## src/rtl/sock_port_pkg.sv

```systemverilog
package sock_port_pkg;
  localparam int unsigned BYTE_W = 8;
  localparam int unsigned OFF_W  = 6;
  localparam int unsigned SOCK_W = BYTE_W - OFF_W;

  localparam logic [OFF_W-1:0] OFF_ID  = 6'h00;
  localparam logic [OFF_W-1:0] OFF_PWR = 6'h02;
  localparam logic [OFF_W-1:0] OFF_WIN = 6'h06;

  localparam logic [BYTE_W-1:0] ID_BASE  = 8'h82;
  localparam logic [BYTE_W-1:0] PWR_MASK = 8'hFB;
  localparam logic [BYTE_W-1:0] WIN_MASK = 8'hDF;

  typedef struct packed {
    logic [SOCK_W-1:0] sock;
    logic [OFF_W-1:0]  off;
  } index_t;
endpackage

```

## src/rtl/sock_index_reg.sv

```systemverilog
module sock_index_reg
  import sock_port_pkg::*;
(
  input  logic              clk_i,
  input  logic              rst_ni,
  input  logic              we_i,
  input  logic [BYTE_W-1:0] wdata_i,
  output index_t            idx_o
);
  always_ff @(posedge clk_i or negedge rst_ni) begin
    if (!rst_ni)   idx_o <= '0;
    else if (we_i) idx_o <= index_t'(wdata_i);
  end
endmodule

```

## src/rtl/sock_bank.sv

```systemverilog
module sock_bank
  import sock_port_pkg::*;
#(
  parameter int unsigned REVISION = 0
) (
  input  logic              clk_i,
  input  logic              rst_ni,
  input  logic              we_i,
  input  logic [OFF_W-1:0]  off_i,
  input  logic [BYTE_W-1:0] wdata_i,
  output logic [BYTE_W-1:0] rdata_o
);
  localparam logic [BYTE_W-1:0] ID_VAL = ID_BASE + BYTE_W'(REVISION);

  logic [BYTE_W-1:0] pwr_q, win_q;

  always_ff @(posedge clk_i or negedge rst_ni) begin
    if (!rst_ni) begin
      pwr_q <= '0;
      win_q <= '0;
    end else if (we_i) begin
      if (off_i == OFF_PWR) pwr_q <= wdata_i & PWR_MASK;
      if (off_i == OFF_WIN) win_q <= wdata_i & WIN_MASK;
    end
  end

  always_comb begin
    unique case (off_i)
      OFF_ID:  rdata_o = ID_VAL;
      OFF_PWR: rdata_o = pwr_q;
      OFF_WIN: rdata_o = win_q;
      default: rdata_o = '0;
    endcase
  end
endmodule

```

## src/rtl/sock_port.sv

```systemverilog
module sock_port
  import sock_port_pkg::*;
#(
  parameter int unsigned NUM_SOCKETS = 2,
  parameter int unsigned REVISION    = 0
) (
  input  logic              clk_i,
  input  logic              rst_ni,
  input  logic              sel_i,
  input  logic              addr_i,
  input  logic              wr_i,
  input  logic              rd_i,
  input  logic [BYTE_W-1:0] wdata_i,
  output logic [BYTE_W-1:0] rdata_o,
  output logic              rdata_oe_o
);
  index_t idx_q;
  logic   idx_we, data_wr, data_rd, sock_ok;
  logic [BYTE_W-1:0] bank_rdata [NUM_SOCKETS];
  logic [BYTE_W-1:0] data_rdata;

  assign idx_we  = sel_i && wr_i && !addr_i;
  assign data_wr = sel_i && wr_i && addr_i;
  assign data_rd = sel_i && rd_i && addr_i;
  assign sock_ok = 32'(idx_q.sock) < NUM_SOCKETS;

  sock_index_reg u_idx (
    .clk_i   (clk_i),
    .rst_ni  (rst_ni),
    .we_i    (idx_we),
    .wdata_i (wdata_i),
    .idx_o   (idx_q)
  );

  for (genvar s = 0; s < NUM_SOCKETS; s++) begin : g_bank
    logic bank_we;
    assign bank_we = data_wr && sock_ok && (32'(idx_q.sock) == s);
    sock_bank #(.REVISION(REVISION)) u_bank (
      .clk_i   (clk_i),
      .rst_ni  (rst_ni),
      .we_i    (bank_we),
      .off_i   (idx_q.off),
      .wdata_i (wdata_i),
      .rdata_o (bank_rdata[s])
    );
  end

  always_comb begin
    data_rdata = '0;
    for (int s = 0; s < NUM_SOCKETS; s++)
      if (32'(idx_q.sock) == s) data_rdata = bank_rdata[s];
  end

  always_comb begin
    rdata_oe_o = 1'b0;
    rdata_o    = '0;
    if (sel_i && rd_i && !addr_i) begin
      rdata_oe_o = 1'b1;
      rdata_o    = idx_q;
    end else if (data_rd && sock_ok) begin
      rdata_oe_o = 1'b1;
      rdata_o    = data_rdata;
    end
  end
endmodule

```

## config.mk

```make
export PLATFORM = sky130hd
export DESIGN_NAME = sock_port
export DESIGN_NICKNAME = d
export VERILOG_FILES = /design/src/rtl/sock_port_pkg.sv /design/src/rtl/sock_index_reg.sv /design/src/rtl/sock_bank.sv /design/src/rtl/sock_port.sv
export SDC_FILE = /design/constraint.sdc
export NUM_CORES = 1
export LEC_CHECK = 0
export BUFFER_PORTS_ARGS = -buffer_cell sky130_fd_sc_hd__buf_2
export CORE_UTILIZATION = 51
export CTS_CLUSTER_DIAMETER = 40
export DETAILED_ROUTE_END_ITERATION = 10
export HOLD_SLACK_MARGIN = 0.08
export PLACE_DENSITY = 0.8
export SLEW_MARGIN = 20
export SYNTH_ARGS = -nofsm -noshare
export SYNTH_HDL_FRONTEND = slang
export SYNTH_SLANG_ARGS = --single-unit
```

## constraint.sdc

```tcl
create_clock -name clk_i -period 1.9 [get_ports clk_i]
set_input_delay 0.38 -clock clk_i [delete_from_list [all_inputs] [get_ports clk_i]]
set_output_delay 0.38 -clock clk_i [all_outputs]
set_load 0.05 [all_outputs]
```

==> results.json <==
{
  "status": "complete, but fails checks",
  "violations": "negative setup slack",
  "cts_htree_levels": 2,
  "clock_latency_ns": 0.33,
  "final_layout_size_suffix_gt1_frac": 0.657,
  "detail_route.first_pass.iterations": 4,
  "r2r_slack_ns": -0.43,
  "setup_viol": 36,
  "dieWidth_um": 61.3,
  "ys_top_cells_by_area": "dfrtp_1, mux2_2, mux2_4",
  "fin_util": 0.680,
  "clk_path_buf_depth": 2,
  "antenna_cells": 0,
  "grt_max_degree": 37,
  "synth_top_cell_by_area": "dfrtp_1",
  "cts-root-buf": "clkbuf_4",
  "syn_nets": 134,
  "final_antenna_net_count": 0,
  "ys_warn_count": 0,
  "final_hold_viol_count": 0,
  "power.density_mw_per_mm2": 750,
  "worst_slew_pin_slew_ns": 0.797,
  "critPathArrivalTime_ns": 2.55,
  "drt_iter0_drc": 41,
  "critPathMaxFanout": 7,
  "antenna_found_initial": 0,
  "synth.distinct_cells": 28,
  "row_count": 21,
  "postSynthAreaPerCell_um2": 14.9,
  "start_kind": "flop",
  "netlist_area_mm2": 0.00179,
  "path_class": "flop to flop",
  "place_ws_ns": -0.156,
  "cts_made_buffers": 5,
  "ys_seq_elements": 36,
  "finalSetupTns_ns": -13.37,
  "grt_overflow": 0,
  "syn_inst": 120,
  "via_count": 1203,
  "drcViolationCount": 0,
  "final_cell_mix": "dfrtp_1, mux2_2, buf_4, buf_2, mux2_4",
  "drv_cap": 0,
  "core_mm2": 0.00336,
  "cp.required_ns": 2.12,
  "fillers": 247,
  "yosys.area.top_type_share": 0.503,
  "report.final.slew_viol_count": 0,
  "port_buffers": 22,
  "period_needed_ns": 2.33,
  "cts.sinks": 36,
  "maxSlewHeadroom": 0.469,
  "synth_seq_area_share": 0.503,
  "grt_usage": 0.242,
  "clk_pin_slew_ns": 0.10,
  "dieArea_mm2": 0.00375,
  "tritoncts": "built",
  "setup_ws_ns": -0.428,
  "p_leak_nw": 1.13,
  "final_common_cell": "dfrtp_1",
  "fin_crit_sh": 1.23,
  "vias_per_cell": 5.67,
  "clock.fmax_mhz": 429,
  "syn2layout_area_growth_pct": 27.7,
  "peakVddDrop_uv": 481,
  "hp-class": "primary input to asynchronous set/reset pin",
  "skew_ns": 0.00791,
  "routedWlPerCell_um": 18.2,
  "dp_hpwl_mm": 2.69,
  "gp_congestion": 0.762,
  "cp-end-kind": "flop",
  "routed_wl_mm": 3.87,
  "cts_hold_buffers": 0,
  "io_pins": 23,
  "grt_pass1_vias": 1249,
  "die_h_um": 61.3,
  "grt_pass1_wl_mm": 6.23,
  "rsz0062_at_grt": "yes",
  "nNetsFinal": 180,
  "rr_worst_depth": 5,
  "initial_core_util": 0.533
}
path summary, 6_finish.rpt:
path                                                start                   endpoint
worst min-delay path                               rst_ni  g_bank[1].u_bank.win_q[7]
max in group asynchronous                          rst_ni             u_idx.idx_o[2]
worst max-delay path                       u_idx.idx_o[0]  g_bank[0].u_bank.pwr_q[6]
worst min register to register  g_bank[1].u_bank.pwr_q[6]  g_bank[1].u_bank.pwr_q[6]
worst max register to register             u_idx.idx_o[0]  g_bank[0].u_bank.pwr_q[6]
min in group clk_i                             wdata_i[5]  g_bank[0].u_bank.pwr_q[5]
logic make-up (layout without fill, tap and decap cells):
kind of cell | after synthesis | count (layout) | synth area share
buf+inv | 8 | 54 | 0.0258
mux | 46 | 46 | 0.325
flops | 36 | 36 | 0.503
simple gates | 19 | 19 | 0.0950
compound gates | 11 | 11 | 0.0517
worst max-delay path, cell delays in order, from the launching register on:
cell and delay, ns:
dfrtp_1 0.41, or4_4 0.57, buf_4 0.18, buf_4 0.13, or4_4 0.59, mux2_4 0.34
layout make-up:
type,count,area [um2],area share
clock buffer,6,41.3,0.0181
clock inverter,1,5.00,0.00219
inverter,2,7.51,0.00328
multi-input combinational,76,907,0.397
sequential,36,902,0.394
tap,46,57.6,0.0252
timing repair buffer,45,367,0.160
state kept, by name, summed over array words and instances, names as in the netlist:
name / cells
u_idx.idx_o: 8
g_bank.u_bank.pwr_q: 14
g_bank.u_bank.win_q: 14
per-stage QoR:
step           std cells  total power [mW]  hold WS (ns)  instance area, um2
2_1_floorplan        120              1.17        0.0844                1820
5_1_grt              212              1.81         0.161                2290
4_1_cts              210              1.72         0.142                2260
6_report             212              1.71         0.130                2290
3_3_place_gp         202              1.29         0.482                2110
3_5_place_dp         202              1.32         0.490                2110
report_power, final:
group / total (mW) / internal, mW / switching (mW)
Combinational: 0.446 / 0.229 / 0.217
Clock: 0.370 / 0.136 / 0.234
Sequential: 0.898 / 0.841 / 0.0571
Total: 1.71 / 1.21 / 0.508
cells in the mapped netlist:
library cell and count:
mux4_2 4, nor2_1 1, mux2_4 7, a22o_2 1, o21a_1 1, inv_1 2
or4_4 2, nor3_1 1, buf_2 1, and3b_1 1, nand2_1 2, mux2_2 29
nand4b_1 1, mux2i_1 6, nor2b_1 1, dfrtp_1 36, a22oi_1 2, a22o_1 6
nor4_1 1, buf_6 2, nor4_4 3, nand2b_1 3, nand3b_1 1, clkbuf_1 2
or2_2 1, a211oi_1 1, nand3_1 1, buf_1 1
layer usage:
layer	part of all wire	GRT usage	routed length, um	vias to the layer above
li1	-	-	-	543
met1	0.43	0.306	1670	614
met2	0.51	0.402	1970	38
met3	0.045	0.0861	175	8
met4	0.012	0.0552	48	0
met5	0	0	0	-
timing repair:
item                                    in CTS  in global routing
buffers inserted                             1                  2
pin swaps                                    2                  2
resized for setup                           26                  2
endpoints found under the setup margin      36                 37
No activity file was read; power rests on OpenSTA's default activity.
